$ cat src/rtl/tpf_pkg.sv
package tpf_pkg;
  // frame type field values (bits 6..5 of the codeword)
  typedef enum logic [1:0] {
    FT_SPLIT  = 2'b00,
    FT_LONG   = 2'b01,
    FT_SINGLE = 2'b10,
    FT_MULTI  = 2'b11
  } ftype_e;
endpackage

$ cat src/rtl/tpf_cw_latch.sv
module tpf_cw_latch #(
  parameter int CW_W = 8
) (
  input  logic            clk,
  input  logic            rst,
  input  logic            cw_valid,
  input  logic [CW_W-1:0] cw_in,
  input  logic            frame_start,
  output logic [CW_W-1:0] pend_cw,
  output logic            pend_vld,
  output logic            prev_lvl
);
  always_ff @(posedge clk) begin
    if (rst) begin
      pend_cw  <= '0;
      pend_vld <= 1'b0;
      prev_lvl <= 1'b1;
    end else begin
      if (frame_start && pend_vld)
        prev_lvl <= pend_cw[CW_W-1];
      if (cw_valid) begin
        pend_cw  <= cw_in;
        pend_vld <= 1'b1;
      end else if (frame_start) begin
        pend_vld <= 1'b0;
      end
    end
  end
endmodule

$ cat src/rtl/tpf_pos_decode.sv
module tpf_pos_decode
  import tpf_pkg::*;
#(
  parameter int CW_W       = 8,
  parameter int SLOTS      = 32,
  parameter int STEP_SHORT = 13,
  parameter int STEP_LONG  = 27,
  parameter int SPLIT_BASE = 24,
  parameter int PAIR_LIMIT = 17,
  parameter int TRIO_LIMIT = 4,
  parameter int SPLIT_LO_W = 2
) (
  input  logic            have,
  input  logic [CW_W-1:0] cw,
  input  logic            prev_lvl,
  output logic [SLOTS-1:0] tgl_mask,
  output logic [SLOTS-1:0] vio_mask,
  output logic             end_lvl
);
  localparam int POS_W = $clog2(SLOTS);
  localparam int PW    = POS_W + 2;
  localparam int HI_W  = POS_W - SPLIT_LO_W;

  ftype_e           ft;
  logic [POS_W-1:0] fs;
  logic             par;
  logic [PW-1:0]    p0, p1, p2, vp;
  logic             p0v, p1v, p2v, vv;

  assign ft      = ftype_e'(cw[CW_W-2:CW_W-3]);
  assign fs      = cw[POS_W-1:0];
  assign par     = cw[CW_W-1] ^ prev_lvl;
  assign end_lvl = have ? cw[CW_W-1] : prev_lvl;

  always_comb begin
    p0  = PW'(fs);
    p1  = PW'(fs) + PW'(STEP_SHORT);
    p2  = PW'(fs) + PW'(2 * STEP_SHORT);
    vp  = PW'(fs);
    p0v = 1'b0;
    p1v = 1'b0;
    p2v = 1'b0;
    vv  = 1'b0;
    if (have) begin
      unique case (ft)
        FT_MULTI: begin
          if (!par && (PW'(fs) < PW'(PAIR_LIMIT))) begin
            p0v = 1'b1;
            p1v = 1'b1;
          end else if (par && (PW'(fs) < PW'(TRIO_LIMIT))) begin
            p0v = 1'b1;
            p1v = 1'b1;
            p2v = 1'b1;
          end
        end
        FT_SINGLE: begin
          p0v = par;
          vv  = !par;
        end
        FT_LONG: begin
          p0v = 1'b1;
          p1  = PW'(fs) + PW'(STEP_LONG);
          p1v = (PW'(fs) + PW'(STEP_LONG)) < PW'(SLOTS);
        end
        FT_SPLIT: begin
          p0  = PW'(fs[SPLIT_LO_W-1:0]);
          p1  = PW'(fs[POS_W-1 -: HI_W]) + PW'(SPLIT_BASE);
          p0v = 1'b1;
          p1v = 1'b1;
        end
        default: ;
      endcase
    end
  end

  for (genvar i = 0; i < SLOTS; i++) begin : g_slot
    assign tgl_mask[i] = (p0v && (p0 == PW'(i))) ^
                         (p1v && (p1 == PW'(i))) ^
                         (p2v && (p2 == PW'(i)));
    assign vio_mask[i] = vv && (vp == PW'(i));
  end
endmodule

$ cat src/rtl/tpf_slot_player.sv
module tpf_slot_player #(
  parameter int SLOTS = 32,
  localparam int POS_W = $clog2(SLOTS),
  localparam int CNT_W = POS_W + 1
) (
  input  logic             clk,
  input  logic             rst,
  input  logic             frame_start,
  input  logic             slot_en,
  input  logic [SLOTS-1:0] tgl_mask,
  input  logic [SLOTS-1:0] vio_mask,
  input  logic             end_lvl,
  output logic             data_out,
  output logic             viol,
  output logic [CNT_W-1:0] cnt_q,
  output logic             lvl_q
);
  logic [SLOTS-1:0] tgl_q, vio_q;
  logic             active, last;

  assign active = cnt_q < CNT_W'(SLOTS);
  assign last   = cnt_q == CNT_W'(SLOTS - 1);

  always_ff @(posedge clk) begin
    if (rst) begin
      cnt_q    <= CNT_W'(SLOTS);
      tgl_q    <= '0;
      vio_q    <= '0;
      lvl_q    <= 1'b1;
      data_out <= 1'b1;
      viol     <= 1'b0;
    end else if (frame_start) begin
      cnt_q <= '0;
      tgl_q <= tgl_mask;
      vio_q <= vio_mask;
      lvl_q <= end_lvl;
      viol  <= 1'b0;
    end else if (slot_en) begin
      if (active) begin
        data_out <= last ? lvl_q : (data_out ^ tgl_q[cnt_q[POS_W-1:0]]);
        viol     <= vio_q[cnt_q[POS_W-1:0]];
        cnt_q    <= cnt_q + 1'b1;
      end else begin
        viol <= 1'b0;
      end
    end
  end
endmodule

$ cat src/rtl/tpf_decoder.sv
module tpf_decoder #(
  parameter int CW_W       = 8,
  parameter int SLOTS      = 32,
  parameter int STEP_SHORT = 13,
  parameter int STEP_LONG  = 27,
  parameter int SPLIT_BASE = 24,
  parameter int PAIR_LIMIT = 17,
  parameter int TRIO_LIMIT = 4
) (
  input  logic            clk,
  input  logic            rst,
  input  logic            cw_valid,
  input  logic [CW_W-1:0] cw_in,
  input  logic            frame_start,
  input  logic            slot_en,
  output logic            data_out,
  output logic            viol
);
  localparam int CNT_W = $clog2(SLOTS) + 1;

  logic [CW_W-1:0]  pend_cw;
  logic             pend_vld, prev_lvl, end_lvl;
  logic [SLOTS-1:0] tgl_mask, vio_mask;
  logic [CNT_W-1:0] play_cnt;
  logic             play_lvl;

  tpf_cw_latch #(.CW_W(CW_W)) u_latch (
    .clk(clk), .rst(rst), .cw_valid(cw_valid), .cw_in(cw_in),
    .frame_start(frame_start), .pend_cw(pend_cw), .pend_vld(pend_vld),
    .prev_lvl(prev_lvl)
  );

  tpf_pos_decode #(
    .CW_W(CW_W), .SLOTS(SLOTS), .STEP_SHORT(STEP_SHORT), .STEP_LONG(STEP_LONG),
    .SPLIT_BASE(SPLIT_BASE), .PAIR_LIMIT(PAIR_LIMIT), .TRIO_LIMIT(TRIO_LIMIT),
    .SPLIT_LO_W(2)
  ) u_dec (
    .have(pend_vld), .cw(pend_cw), .prev_lvl(prev_lvl),
    .tgl_mask(tgl_mask), .vio_mask(vio_mask), .end_lvl(end_lvl)
  );

  tpf_slot_player #(.SLOTS(SLOTS)) u_play (
    .clk(clk), .rst(rst), .frame_start(frame_start), .slot_en(slot_en),
    .tgl_mask(tgl_mask), .vio_mask(vio_mask), .end_lvl(end_lvl),
    .data_out(data_out), .viol(viol), .cnt_q(play_cnt), .lvl_q(play_lvl)
  );
endmodule

$ cat config.mk
export PLATFORM = sky130hd
export DESIGN_NAME = tpf_decoder
export DESIGN_NICKNAME = d
export VERILOG_FILES = /design/src/rtl/tpf_pkg.sv /design/src/rtl/tpf_cw_latch.sv /design/src/rtl/tpf_pos_decode.sv /design/src/rtl/tpf_slot_player.sv /design/src/rtl/tpf_decoder.sv
export SDC_FILE = /design/constraint.sdc
export NUM_CORES = 1
export LEC_CHECK = 0
export ABC_AREA = 1
export CAP_MARGIN = 10
export CORE_ASPECT_RATIO = 1.1
export CORE_MARGIN = 4
export CORE_UTILIZATION = 35
export DETAILED_ROUTE_END_ITERATION = 8
export PLACE_DENSITY = 0.49
export SYNTH_ARGS = -nofsm -noshare
export SYNTH_HDL_FRONTEND = slang
export SYNTH_SLANG_ARGS = --single-unit
$ cat constraint.sdc
create_clock -name clk -period 3.6 [get_ports clk]
set_input_delay 1.08 -clock clk [delete_from_list [all_inputs] [get_ports clk]]
set_output_delay 1.08 -clock clk [all_outputs]
set_load 0.05 [all_outputs]
==> results list <==
* Tot GR Track Use: 19.1%
- In this run the static leakage power is 2.20 nW.
* Post-route setup TNS: 0 ns
* Clock root buffer master: sky130_fd_sc_hd__clkbuf_16
* Family with the most delay on the worst path: buffers and inverters
- The tightest min-delay check is of the reg2reg type.
* Total die area: 15800 um^2
- Number of flops mapped to enable cells by yosys: 0
- Hold depth: 2
- Largest net degree at the start of global routing: 51
- For this run, asynchronously set or reset flops after synthesis account for 0%.
- After synthesis, flip-flops and latches occupy 34.3% of the total area.
- The area growth from synthesis to layout is 11.5%.
* Number of endpoints with negative hold slack in the final report: 0
- In this run the standard cell core region covers 13400 um^2.
* Clock sink total: 83
- The top cell type by area accounts for 34.3% of the synthesized area.
* IR Drop Worst-Case VDD: 206 uV
- In this run the mean area of a mapped cell was 6.44 um^2.
- Timing would allow up to 382 MHz.
- The pre-antenna-repair detailed-routing pass consisted of 6 iterations.
- RePlAce Congestion: 0.926
- HP Start: u_play.vio_q[28]
- Among all cell types in the netlist, the one instantiated most often is sky130_fd_sc_hd__nand2_1.
- Min Clock Period, post-route: 2.62 ns
- Type of the worst setup path: reg2out
- Final routed wire length divided by cell count: 15.6 um
* Startpoint Class: flop
* Vias: 4826
- Data arrival time at the worst-slack endpoint: 1.54 ns
- The run finished with clean final reports.
- Design Power: 2.31 mW
- Via-per-instance ratio: 5.15
* Worst relative slew slack: 32.1%
- Cells along the critical path: clkdlybuf4s50_1
* Sw Ratio: 28.4%
* Combinational Power Share: 14.9%
* Share of the clock period used by the worst path after layout: 72.7%
- The floorplan has 44 rows.
- Nature of the critical path endpoint: output pin
- Overall die width: 120 um
- Worst Reg-to-Reg Cells: 14
- Post-layout net count: 771
- In this run the deepest clock path goes through 2 buffers.
- For this run the aggregate overflow at the end of global routing stands at 0.
- Sequential power share: 42.1%
- Count of synthesis-stage warnings from yosys: 0
- For this configuration, the core starts out at a cell density of 36.2%.
- Once detailed placement completed, the half-perimeter wirelength came to 10.8 mm.
- Antenna violations before repair: 0
- Count of buffers added by post-CTS timing repair for setup: 0
- For this design the ratio of total power to cell area is 427 nW/um^2.
* I/O pin count: 15
* TritonCTS clock tree: built
* CP required: 2.52 ns
- Critical-path cell with the highest stage delay: sky130_fd_sc_hd__clkdlybuf4s50_1
- In this run, the clock network consumes 43.0% of the power.
- Summed over all layers, the routed wires come to 14.6 mm.
- Switch Pwr: 0.654 mW
- Largest clock skew in the final design: 0.0115 ns
- Post-synthesis cell type count: 37
- At the later pin of the worst-skew pair, clock insertion delay measures 0.35 ns.
- Number of DRC markers after the initial detailed-route iteration: 402
- Source of the worst register-to-register timing path: u_latch.pend_cw[0]
- Once detail routing completed, the nets flagged for antenna violations numbered 0.
- IO Port Bufs: 14
* Worst-margin pin slew: 1.02 ns
- When the netlist entered floorplanning its net count stood at 774.
* Register-to-register path setup slack: 1.12 ns
- Hold-fix buffer count after cts: 0
- Wire length of the first global-routing pass: 23.8 mm
- Max_cap viols: 0
- Slowest stage delay, CP: 0.82 ns
* Vias in the first global route: 4461
- Post-CTS repair changed the size of 0 cells.
- Residual DRC count: 0
* Number of antenna repair diodes: 0
- Number of synthesized register bits: 83
- Count of H-tree levels built during CTS: 3
- The worst register-to-register path ends at u_play.tgl_q[24].
- CTS Buf Count: 9
- The number of max-slew violations in the final report was 0.
- Most area-hungry cell type in the Yosys netlist: sky130_fd_sc_hd__dfxtp_1
- Layout cells sized above 1: 6.64%
- Commonest register cell after synthesis: sky130_fd_sc_hd__dfxtp_1
- The mapped netlist covers 4840 um^2.
- In this run the worst path has a maximum fanout of 4.
- Clock-pin slew was measured on the worst setup and hold paths at 0.06 ns.
- Measured along the y axis, the die boundary spans 131 um.
- Count of mapped cells out of synthesis: 752
- Number of buffers and inverters on the critical path: 1
- Sorting the synthesized cells by area gives the leading types as sky130_fd_sc_hd__dfxtp_1 34%, sky130_fd_sc_hd__nand2_1 13%, sky130_fd_sc_hd__nand3_1 10%.
- Setup violations remaining at the end of the flow were counted as 0.
* RSZ-0062 raised after global routing: false
- Internal power component: 1.65 mW
* Most common library cells after synthesis: 169 x sky130_fd_sc_hd__nand2_1, 103 x sky130_fd_sc_hd__inv_1, 98 x sky130_fd_sc_hd__nand3_1
* Endpoint of the worst hold-timing path: u_play.vio_q[28]
[power by group through the flow]
stage          Clock [mW]  Combinational [mW]  Sequential (mW)
2_1_floorplan           0               0.258            0.985
3_3_place_gp            0               0.340            0.992
3_5_place_dp            0               0.343            0.992
4_1_cts              1.02               0.345            0.971
5_1_grt              1.05               0.389            0.975
6_report            0.991               0.344            0.972
[state kept, by name, summed over array words and instances (netlist names)]
signal,cells
u_play.lvl_q,1
u_play.vio_q,32
u_play.cnt_q,6
u_play.tgl_q,32
u_latch.pend_vld,1
u_latch.prev_lvl,1
u_latch.pend_cw,8
u_play.data_out,1
u_play.viol,1
[logic make-up after synthesis]
logic type	Yosys count	share of synthesized area (%)
adders and majority gates	9	2.33
DFF	83	34.3
and+or+nand+nor	347	31.9
buffers and inverters	151	12.7
AOI/OAI and AO/OA	161	18.6
xor gates and xnor gates	1	0.181
[per-stage QoR]
stage          worst slack, ns  instance area (um^2)  utilization [%]  instances  hold WS (ns)
3_5_place_dp             0.811                  5090             38.0        922         0.444
2_1_floorplan             1.63                  4840                -        752         0.423
3_3_place_gp             0.881                  5090             38.0        922         0.433
5_1_grt                  0.834                  5400             40.3        937         0.485
4_1_cts                  0.949                  5400             40.3        937         0.458
6_report                 0.982                  5400             40.3        937         0.454
[worst max-delay path by stage]
stage / from / cells after the start / slack (ns) / end
global placement: rst / 4 / 0.88 / u_play.vio_q[6]
finish: u_play.data_out / 1 / 0.98 / data_out
global route: u_latch.pend_cw[0] / 14 / 0.83 / u_play.tgl_q[24]
detailed placement: rst / 4 / 0.81 / u_play.vio_q[10]
CTS: u_play.data_out / 1 / 0.95 / data_out
floorplan: frame_start / 4 / 1.63 / u_play.vio_q[10]
[routing by layer]
metal,up-vias,share of wire [%],GRT usage (%)
li1,2452,-,-
met1,2223,46,25.2
met2,126,47,31.5
met3,25,4.2,2.32
met4,0,2.6,8.02
met5,-,0,0
[cell usage in the layout (no fill, tap or decap), drive strengths merged, types with 11 or more instances in the layout]
| cell type | synthesis | layout |
|---|---|---|
| nand3 | 98 | 98 |
| o21ai | 80 | 80 |
| clkdlybuf4s50 | 0 | 13 |
| nor2 | 55 | 55 |
| dfxtp | 83 | 83 |
| o22ai | 17 | 17 |
| inv | 111 | 111 |
| clkbuf | 23 | 11 |
| nand2 | 174 | 174 |
| a21oi | 42 | 42 |
[cell type report]
cell class                      instances  area [um^2]
Fill cell                            1488         7980
Multi-Input combinational cell        518         2570
Sequential cell                        83         1660
Inverter                              114          428
Clock buffer                           11          233
Tap cell                              184          230
Timing Repair Buffer                   23          203
Clock inverter                          4         76.3
No activity file was read; power rests on OpenSTA's default activity.
